<file path="src/rtl/serial_irq_gen.sv">
module serial_irq_gen (
  input  logic       clk,
  input  logic       rst_n,
  input  logic       level_mode,
  input  logic       top_en,
  input  logic       rx_valid,
  input  logic       tx_free,
  input  logic       tx_idle,
  input  logic       rx_dma_act_a,
  input  logic       rx_dma_act_b,
  input  logic       tx_dma_act_a,
  input  logic       tx_dma_act_b,
  input  logic       rx_overrun,
  input  logic       tx_underrun,
  input  logic       wr_en,
  input  logic       wr_sel,
  input  logic [8:0] wr_data,
  output logic [8:0] pending,
  output logic [8:0] enable,
  output logic       irq
);
  localparam int NSRC  = 9;
  localparam int NFIFO = 3;
  localparam int NDMA  = 4;
  localparam int NHIST = NFIFO + NDMA;

  logic [NSRC-1:0]  src;
  logic [NHIST-1:0] prev_q;
  logic [NSRC-1:0]  pend_q, pend_d, en_q, clr, hit;

  assign src = {tx_underrun, rx_overrun, tx_dma_act_b, tx_dma_act_a,
                rx_dma_act_b, rx_dma_act_a, tx_idle, tx_free, rx_valid};

  assign hit[NFIFO-1:0]          = src[NFIFO-1:0] & ~prev_q[NFIFO-1:0];
  assign hit[NHIST-1:NFIFO]      = ~src[NHIST-1:NFIFO] & prev_q[NHIST-1:NFIFO];
  assign hit[NSRC-1:NHIST]       = src[NSRC-1:NHIST];

  assign clr = (wr_en && wr_sel) ? wr_data : '0;

  always_comb begin
    pend_d = (pend_q & ~clr) | hit;
    if (level_mode) pend_d[NFIFO-1:0] = src[NFIFO-1:0];
  end

  always_ff @(posedge clk) begin
    if (!rst_n) begin
      pend_q <= '0;
      en_q   <= '0;
      prev_q <= '0;
    end else begin
      pend_q <= pend_d;
      prev_q <= src[NHIST-1:0];
      if (wr_en && !wr_sel) en_q <= wr_data;
    end
  end

  assign pending = pend_q;
  assign enable  = en_q;
  assign irq     = top_en & |(pend_q & en_q);
endmodule

</file>
<file path="config.mk">
export PLATFORM = sky130hd
export DESIGN_NAME = serial_irq_gen
export DESIGN_NICKNAME = d
export VERILOG_FILES = /design/src/rtl/serial_irq_gen.sv
export SDC_FILE = /design/constraint.sdc
export NUM_CORES = 1
export LEC_CHECK = 0
export ABC_AREA = 1
export BUFFER_PORTS_ARGS = -buffer_cell sky130_fd_sc_hd__buf_2
export CAP_MARGIN = 20
export CORE_ASPECT_RATIO = 0.75
export CORE_MARGIN = 8
export CORE_UTILIZATION = 39
export DETAILED_ROUTE_END_ITERATION = 12
export GPL_TIMING_DRIVEN = 0
export PLACE_DENSITY = 0.68
export SLEW_MARGIN = 20
export SYNTH_ARGS = -nofsm -noshare
export SYNTH_HDL_FRONTEND = slang
export SYNTH_SLANG_ARGS = --single-unit
</file>
<file path="constraint.sdc">
create_clock -name clk -period 1.8 [get_ports clk]
set_clock_uncertainty 0.15 [all_clocks]
set_input_delay 0 -clock clk [delete_from_list [all_inputs] [get_ports clk]]
set_output_delay 0 -clock clk [all_outputs]
set_load 0.01 [all_outputs]
</file>
* Word level (Yosys, flattened, before mapping)
Cells that the tools add are included.
** Storage, ports and cells
- Flip-flop bits (word level) :: 25
- Bits of input ports :: 24
- Logic and storage cells :: 18
** Cells by class
- Muxes and demuxes :: 2
- Bitwise logic cells :: 9
- Reductions and logical operators :: 4
** Operators by type and width (count)
- $and 9x9->9 :: 2
- $mux 9 :: 1
- $not 9->9 :: 1
- $or 9x9->9 :: 1
- $reduce_or 9->1 :: 1
- $and 4x4->4 :: 1
- $not 4->4 :: 1
- $and 3x3->3 :: 1
- $mux 3 :: 1
- $not 3->3 :: 1
- $logic_and 1x1->1 :: 2
- $and 1x1->1 :: 1
- $logic_not 1->1 :: 1

* Depth between registers and ports, before layout
Gate-level depths: netlist (run 1).
- Depth after elaboration :: 6
- Depth in mapped cells :: 6

* Worst setup path before layout (run 1)
Ideal clock, no wire load.
- Path type :: register -> output
- Start point :: reg en_q[8], in the netlist enable[8]
- End point :: out irq
- Arrival time :: 0.721 ns
- Slack :: 0.929 ns
- Stages on the path, launching flop included :: 7
- Cell sequence :: dfxtp_1 nand2_1 nand2_1 nor2_1 nand3_1 nand2_1 inv_1
** On the way
- Word-level cells in the longest chain between the ends :: 3
** Ends and longest elaborated chain
- start: declaration :: RTL line 29 : logic [NSRC-1:0] pend_q, pend_d, en_q, clr, hit;
- start signal: assignment :: RTL line 53 : if (wr_en && !wr_sel) en_q <= wr_data;
- $and 9x9->9 :: RTL line 59 : assign irq = top_en & |(pend_q & en_q);
- $reduce_or 9->1 :: RTL line 59
- $and 1x1->1 :: RTL line 59
- end: declaration :: RTL line 20 : output logic irq
Every way passes these cells.

* Final worst setup path (run 1)
- Start point :: in wr_sel
- End point :: reg en_q[1], in the netlist enable[1]
** On the way
- Word-level cells in the longest chain between the ends :: 2
** Ends and longest elaborated chain
- start: declaration :: RTL line 16 : input logic wr_sel,
- $logic_not 1->1 :: RTL line 53
- $logic_and 1x1->1 :: RTL line 53
Every way passes these cells.
A chain may end at the register's enable or synchronous reset.

==> metrics.txt, run 1 <==
die area 0.00444 mm^2; Worst-Margin Slew 0.304 ns; Worst path top cell family by delay buffers and inverters; Netlist Area Pre-Place 993 um^2; Core ar. 0.00252 mm^2; NetSw 0.277 mW; fraction of layout cells with a size suffix above 1 25.9%; syn nets roughly 160; TNS Setup 0 ns; Worst path slowest cell dlygate4sd3_1; dpl ws 0.805 ns; Initial Util 39.4%; crit-path max cell delay 0.57 ns; Seq/Total Area, Yosys 50.4%; Clk pin slew, worst setup/hold paths 0.13 ns; Wirelength per Cell 11.9 um; Buffers on Ports 41; vias in the first global route 1,091; Max Slew Vio Count 0; VDD IR-drop max 0.395 mV; Fmax 596 MHz; cell-internal power 0.795 mW; PD cells 662 mW/mm^2; CTS Sinks 25; relative slew slack between 70 and 80%; Longest Clk Path Bufs 2; Crit Path Category in2reg; vias per std cell 4.31; final WL ~3000 um; drt first pass iters 4; Diodes inserted 0; Comb pwr share 20.7%; FF+latch count, synth 25; Yosys warnings 0; via count 1,068; Max Cap Violations 0; CTS tree yes; switching portion of total power 25.9%; Initial DRC Count 51; Reg power frac 56.8%; Buffers & Inverters on Critical Path 4; hold_ws 0.0197 ns; HPWL Detailed 1940 um; worst-path fanout max 10; Final setup viols 0; total CTS buffers 3; largest net degree at the start of global routing 14; global placement routability congestion between 0.7 and 0.8; CP Data Required Time 1.86 ns; post-route insts no fill 248; Tcrit/Tclk final 93.2%; die width 74.3 um; Die Span Y 59.7 um; distinct cell type count after synthesis 15; # IOs 43; CP Capture Type flop; final hold vios 0; first-pass GRT wire length around 4700 um; crit start category input pin; grt total ovfl 0; initial antenna violation count 0; status finished, final reports clean; antenna viol nets, final 0; crit path time final 1.68 ns; most frequent CP cell dlygate4sd3_1; final setup margin 0.122 ns; placed insts 209; Syn Area/Cell ~7.5 um^2; crit path cell chain dlygate4sd3_1, buf_2, nor2_4, buf_8, a21oi_1, dlygate4sd3_1; RSZ-0062 raised after global routing false; total track usage 13.8%; # fillers around 250; DRC 0; total power 1.07 mW; area grow syn2layout 63.1%; Clock Power Share 22.5%; leakage 0.862 nW; htree depth 1; Rows 16; Clock Tree Root clkbuf_4; Critical Path AT 1.74 ns; path category of the worst min-delay check in2reg; Cells after Synth 132; Clock Latency Late Sink 0.31 ns; Final nets about 240
## cell usage after synthesis
cell type   n  area, um^2
buf_8       1        15.0
nor2_1      9        33.8
o21ai_2     3        26.3
a21oi_1    12        60.1
o21ai_0    13        65.1
nor2_2      2        12.5
nand2_1    32         120
inv_2       1        3.75
nand3_1     6        30.0
nor2_4      1        11.3
buf_2       1        5.00
a21oi_2     1        8.76
inv_1      24        90.1
buf_6       1        11.3
dfxtp_1    25         500
## power by group through the flow
stage          clock network, mW  registers, mW  logic, mW
2_1_floorplan                  0          0.632     0.0725
3_3_place_gp                   0          0.620      0.155
3_5_place_dp                   0          0.621      0.159
4_1_cts                    0.251          0.609      0.220
5_1_grt                    0.272          0.614      0.245
6_report                   0.241          0.609      0.222
## layout by cell type (no fill, tap or decap), drive strengths merged
cell type | synthesis | final
nand3 | 6 | 6
a21oi | 13 | 13
dlygate4sd3 | 0 | 35
clkbuf | 0 | 4
inv | 25 | 25
buf | 3 | 44
nand2 | 32 | 32
o21ai | 16 | 16
dfxtp | 25 | 25
nor2 | 12 | 12
## area by class of cell
cell class	instances	area [um^2]	area share (%)
tap	36	45.0	2.78
timing repair buffer	76	556	34.3
inverter	25	93.8	5.79
multi-input combinational	79	368	22.7
buffer	3	31.3	1.93
clock buffer	4	26.3	1.62
sequential	25	500	30.9
## registers in the layout, summed over array words and instances, names as in the netlist
register and cells:
prev_q 7, pending 9, enable 9
## metal layers
layer	share of wire (%)	vias to the layer above	GRT usage [%]	wire [um]
met2	50	23	25.3	1480
met1	43	474	14.9	1260
met4	0.24	0	1.67	7
met3	7.1	2	5.53	210
met5	0	-	0	0
li1	-	569	-	-
## worst paths after layout
kind	startpoint	end	slack [ns]	cells past startpoint
worst max register to register	enable[1]	enable[1]	0.39	3
worst min register to register	prev_q[3]	pending[3]	0.31	2
worst min-delay path	wr_en	enable[3]	0.02	5
worst max-delay path	wr_sel	enable[1]	0.12	6
## timing repair
item	CTS	global route
resized for setup	0	0
setup buffers	0	0
hold buffers	35	0
hold endpoints to repair	25	0
## cells by family (layout without fill, tap and decap cells)
family                 Yosys count  in the layout  share of synthesized area, %
AO/OA/AOI/OAI                   29             29                          16.1
buffers and inverters           28            108                          12.6
flip-flops                      25             25                          50.4
AND/OR/NAND/NOR                 50             50                          20.9
## tightest hold or removal path, stage by stage
cell,delay [ns]
buf_2,0.12
inv_2,0.06
nor2_4,0.06
o21ai_0,0.15
a21oi_1,0.05
## metrics by stage
step,instance area [um^2],utilization [%]
after floorplan,993,-
after global placement,1240,49.3
after detailed placement,1240,49.3
after CTS,1620,64.2
after global routing,1620,64.2
final,1620,64.2
(Power assumes the default switching activity.)
==> run 2, diff against run 1 <==
Settings changed: PLACE_DENSITY 0.68 to 0.75.
==> run 2 against run 1 <==
Effect of this change: sequential power is essentially flat; first-iteration DRC count is 71% higher; largest power group unchanged; clock power is 5% higher; fmax increased by 11%; highest routed layer unchanged; register-to-register slack about the same.
==> metrics.txt, run 2 (same netlist as run 1, synthesis figures left out) <==
status finished, final reports clean; crit start category input pin; hold depth 5 (unchanged); CP Data Required Time 1.91 ns (+0.05 ns); HPWL Detailed 1930 um (-0.19%); critical hold path startpoint wr_sel; final WL 3020 um (+2.1%); Crit Path Category in2reg; Max Cap Violations 0 (unchanged); Final setup viols 0 (unchanged); Clk pin slew, worst setup/hold paths 0.13 ns (about the same); RSZ-0062 raised after global routing false; Worst-Margin Slew 0.288 ns (-0.0164 ns); Post-CTS Resized 0 (unchanged); total CTS buffers 3 (unchanged); Initial DRC Count 87 (+71%); CTS Sinks 25 (unchanged); total track usage 14.7% (+0.90 points); commonest non-fill, non-tap cells in the layout 42 x buf_2, 38 x dlygate4sd3_1, 32 x nand2_1; PD cells 661 mW/mm^2 (-0.14%); fraction of layout cells with a size suffix above 1 25.6% (-0.36 points); area grow syn2layout 66.1%; via count 1,119 (+4.8%); post-placement cell area 0.00124 mm^2 (unchanged); Initial Util 39.4% (unchanged); Core ar. 0.00252 mm^2 (unchanged); TNS Setup 0 ns (unchanged); vias per std cell 4.46 (+3.5%); grt total ovfl 0 (unchanged); Crit Reg-Reg Startpoint enable[2]; worst-path fanout max 10 (unchanged); Tcrit/Tclk final 83.8% (-9.5 points); relative slew slack 80.8% (+1.1 points); Buffers on Ports 41 (unchanged); cts hold-fix bufs 38 (+8.6%); vias in the first global route 1,149 (+5.3%); global placement routability congestion 0.745 (-2.7%); Setup Buffers After CTS 0 (unchanged); leakage 0.880 nW (+2.1%); r2r endpoint enable[2]; leading cell type in the layout, fill and taps excluded buf_2; Final nets 240 (+1.3%); Rows 16 (unchanged); dpl ws 0.804 ns (-0.00138 ns); slack of the worst reg-to-reg path 0.40 ns (about the same); path category of the worst min-delay check in2reg; # IOs 43 (unchanged); htree depth 1 (unchanged); DRC 0 (unchanged); Max Slew Vio Count 0 (unchanged); Longest Clk Path Bufs 2 (unchanged); first-pass GRT wire length 4970 um (+5.7%); CTS tree yes; drt first pass iters 4 (unchanged); die width 74.3 um (unchanged); die area 0.00444 mm^2 (unchanged); Critical Path AT 1.61 ns (-0.13 ns); Diodes inserted 0 (unchanged); Clock Tree Root clkbuf_4; Wirelength per Cell 12.0 um (+0.84%); CP Capture Type flop; crit path time final 1.51 ns (-0.171 ns); largest net degree at the start of global routing 14 (unchanged); Clock Latency Late Sink 0.32 ns (about the same); final hold vios 0 (unchanged); Die Span Y 59.7 um (unchanged); VDD IR-drop max 0.336 mV (-15%); final setup margin 0.292 ns (+0.171 ns); worst r2r path cells 3 (unchanged); Fmax 663 MHz (+11%); Finished Cell Area 0.00165 mm^2 (+1.9%); initial antenna violation count 0 (unchanged); antenna viol nets, final 0 (unchanged); Hold Path End enable[7]
## run 2: cell types whose count changed in the layout (fill, tap and decap cells not counted), sizes merged
| cell | delta |
|---|---|
| dlygate4sd3 | +3 |
## run 2: per-layer routing
| metal | GRT usage (%) | vias to the layer above | routed length, um |
|---|---|---|---|
| li1 | - | 575 | - |
| met1 | 16.4 | 512 | 1270 |
| met2 | 25.5 | 30 | 1520 |
| met3 | 5.86 | 2 | 215 |
| met4 | 3.61 | 0 | 10 |
| met5 | 0 | - | 0 |
## run 2: area by class of cell
| cell class | instances | area, um^2 |
|---|---|---|
| Tap cell | 36 | 45.0 |
| Fill cell | 213 | 872 |
| Sequential cell | 25 | 500 |
| Buffer | 3 | 31.3 |
| Clock buffer | 4 | 26.3 |
| Inverter | 25 | 93.8 |
| Timing Repair Buffer | 79 | 586 |
| Multi-Input combinational cell | 79 | 368 |
## run 2: worst max-delay path: stages
cell and delay [ns]:
dlygate4sd3_1 0.57, buf_2 0.22, nand2_1 0.08, dlygate4sd3_1 0.56, inv_1 0.08, nand2_1 0.05
o21ai_0 0.07
## run 2: worst max path at each step
stage	from	end	slack (ns)	cells past startpoint
finish	rst_n	pending[1]	0.29	7
global route	rst_n	pending[2]	0.24	7
CTS	rst_n	pending[0]	0.32	7
detailed placement	enable[8]	irq	0.80	7
global placement	enable[8]	irq	0.81	7
floorplan	enable[8]	irq	0.93	6
## run 2: metrics by stage
step / utilization (%) / total power [mW] / hold slack (ns) / instances
6_report: 65.4 / 1.09 / 0.0490 / 251
5_1_grt: 65.4 / 1.15 / 0.0614 / 251
4_1_cts: 65.4 / 1.09 / 0.0523 / 251
3_5_place_dp: 49.3 / 0.780 / 0.0513 / 209
3_3_place_gp: 49.3 / 0.774 / 0.0425 / 209
2_1_floorplan: - / 0.704 / -0.0565 / 132
## run 2: power by group
part / internal [mW] / leakage (nW) / switching (mW)
sequential: 0.588 / 0.207 / 0.0227
combinational: 0.125 / 0.658 / 0.102
clock: 0.0868 / 0.0150 / 0.166
total: 0.800 / 0.880 / 0.291
==> run 3, diff against run 2 <==
Settings changed: ABC_AREA 1 to 0, PLACE_DENSITY 0.75 to 0.78.
Clock period 1.8 ns to 1.25 ns, I/O delays scaled along.
==> run 3 against run 2 <==
Effect of this change: the flow now finishes with violations (negative setup slack); sequential power up 42%; power up 35%; via count down 18%; area after synthesis down 3.1%; critical endpoint is now irq; critical path depth down 3; critical path type is now reg2out; clock-buffer cell count unchanged; flip-flop and latch count unchanged; design area down 11%; worst setup slack worse by 0.55 ns.
==> metrics.txt, run 3 <==
status complete, but fails checks; failing checks negative setup slack; first-pass GRT wire length 4190 um (-16%); Most used DFF post-synth dfxtp_1; Area contributors post-synth dfxtp_1 52%, a21boi_0 12%, nand2_1 8.2%; Longest Clk Path Bufs 2 (unchanged); distinct cell type count after synthesis 19 (+4); Buffers & Inverters on Critical Path 1 (-3); vias per std cell 4.58 (+2.7%); Final nets 192 (-20%); Syn Area/Cell 9.72 um^2 (+29%); relative slew slack 74.6% (-6.2 points); grt total ovfl 0 (unchanged); Clk pin slew, worst setup/hold paths 0.13 ns (about the same); Yosys warnings 0 (unchanged); htree depth 1 (unchanged); Final setup viols 1 (+1); Crit Path Category reg2out; crit start category flop; Comb pwr share 17.3% (-3.5 points); area grow syn2layout 52.5%; Rows 15 (-1); crit path time final 1.51 ns; CTS Sinks 25 (unchanged); Synth top area share 52.0% (+1.6 points); final setup margin -0.256 ns (-0.548 ns); CP Data Required Time 1.10 ns (-0.81 ns); Seq/Total Area, Yosys 52.0% (+1.6 points); crit path cell chain a22o_1, a221oi_2, a31oi_1, buf_2; Max Slew Vio Count 0 (unchanged); CP Capture Type output pin; VDD IR-drop max 0.721 mV (+110%); Initial DRC Count 37 (-57%); PD cells 1000 mW/mm^2 (+52%); Diodes inserted 0 (unchanged); die area 0.00433 mm^2 (-2.4%); Reg power frac 58.8% (+2.8 points); count leader, synth dfxtp_1; fraction of layout cells with a size suffix above 1 34.1% (+8.6 points); Worst path slowest cell dfxtp_2; commonest non-fill, non-tap cells in the layout 43 x buf_2, 21 x nand2_1, 21 x dfxtp_1; FF+latch count, synth 25 (unchanged); RSZ-0062 raised after global routing true; Netlist Area Pre-Place 962 um^2 (-3.1%); # IOs 43 (unchanged); Clock Tree Root clkbuf_4; path category of the worst min-delay check in2reg; total track usage 12.5% (-2.2 points); fraction of registers with async set or reset after synthesis 0% (unchanged); global placement routability congestion 0.769 (+3.2%); Clock Power Share 23.9% (+0.7 points); Worst-Margin Slew 0.382 ns (+0.0940 ns); initial antenna violation count 0 (unchanged); Core ar. 0.00233 mm^2 (-7.7%); Die Span Y 59.0 um (-1.2%); vias in the first global route 944 (-18%); Cells after Synth 99 (-25%); number of synthesized flops with an enable pin 0 (unchanged); worst-path fanout max 2 (-8); NetSw 0.360 mW (+24%); Worst path top cell family by delay compound AO/OA/AOI/OAI gates; total power 1.47 mW (+35%); area leader, netlist dfxtp_1; Max Cap Violations 0 (unchanged); final hold vios 0 (unchanged); Clock Latency Late Sink 0.31 ns (about the same); HPWL Detailed 1900 um (-1.5%); DRC 0 (unchanged); via count 920 (-18%); die width 73.4 um (-1.2%); syn nets 123 (-21%); Buffers on Ports 42 (+2.4%); leading cell type in the layout, fill and taps excluded buf_2; Wirelength per Cell 13.1 um (+9.1%); antenna viol nets, final 0 (unchanged); total CTS buffers 3 (unchanged); switching portion of total power 24.4% (-2.3 points); largest net degree at the start of global routing 14 (unchanged); crit-path max cell delay 0.34 ns (-0.23 ns); top post-synthesis cells by count 25 x dfxtp_1, 21 x nand2_1, 15 x a21boi_0, 8 x and2_1, 6 x o21a_1; Critical Path AT 1.36 ns (-0.25 ns); # fillers 211 (-0.94%); final WL 2640 um (-13%); CTS tree yes; dpl ws 0.0115 ns (-0.792 ns); Tcrit/Tclk final 120%; Fmax 664 MHz; Layout Utilization 63.1% (-2.4 points); Initial Util 41.3% (+2.0 points); drt first pass iters 4 (unchanged); leakage 0.662 nW (-25%); cell-internal power 1.12 mW (+39%)
run 3: final cells by class:
| class | count | area (um^2) | area share (%) |
|---|---|---|---|
| inverter | 1 | 3.75 | 0.256 |
| sequential | 25 | 505 | 34.4 |
| buffer | 5 | 36.3 | 2.47 |
| clock buffer | 4 | 26.3 | 1.79 |
| multi-input combinational | 68 | 428 | 29.2 |
| tap | 34 | 42.5 | 2.90 |
| timing repair buffer | 64 | 425 | 29.0 |
run 3: tightest hold or removal path, stage by stage:
cell and delay [ns]:
buf_2 0.09, nand2b_1 0.05, clkbuf_2 0.17, nand2_1 0.09
a21boi_0 0.07
run 3: stage by stage:
stage,instances,TNS (ns),hold slack (ns),cell area [um^2]
final,201,-0.256,0.0369,1470
after global routing,201,-0.353,0.0348,1470
after floorplan,99,0,-0.0662,962
after detailed placement,175,0,0.0648,1210
after global placement,175,0,0.0635,1210
after CTS,200,-0.287,0.0153,1460
run 3: final timing paths:
path | start | to | slack (ns) | cells past startpoint
min | wr_en | enable[1] | 0.04 | 5
min reg2reg | enable[0] | enable[0] | 0.34 | 2
max reg2reg | pending[1] | pending[1] | 0.33 | 2
max | enable[6] | irq | -0.26 | 4
run 3: logic make-up after synthesis:
kind of cell / after synthesis / share of synthesized area (%)
simple gates: 39 / 20.0
buf+inv: 6 / 4.16
compound gates: 29 / 23.8
flops: 25 / 52.0
run 3: power by group through the flow:
| stage | Sequential, mW | Combinational [mW] | Clock, mW |
|---|---|---|---|
| detailed placement | 0.884 | 0.200 | 0 |
| finish | 0.868 | 0.255 | 0.353 |
| global placement | 0.882 | 0.195 | 0 |
| CTS | 0.868 | 0.252 | 0.370 |
| global route | 0.873 | 0.279 | 0.410 |
| floorplan | 0.896 | 0.0878 | 0 |
run 3: repair_timing:
item                       in CTS  in global routing
hold buffers                   20                  0
resized for setup               4                  1
pin swaps                       3                  2
hold endpoints to repair       25                  0
setup endpoints to repair       1                  1
setup buffers                   1                  1
run 3: routing by layer:
layer | track usage, % | vias up | wire [um]
met5 | 0 | - | 0
met4 | 5.10 | 0 | 46
met3 | 5.74 | 4 | 192
met2 | 21.5 | 35 | 1230
met1 | 13.0 | 405 | 1170
li1 | - | 476 | -
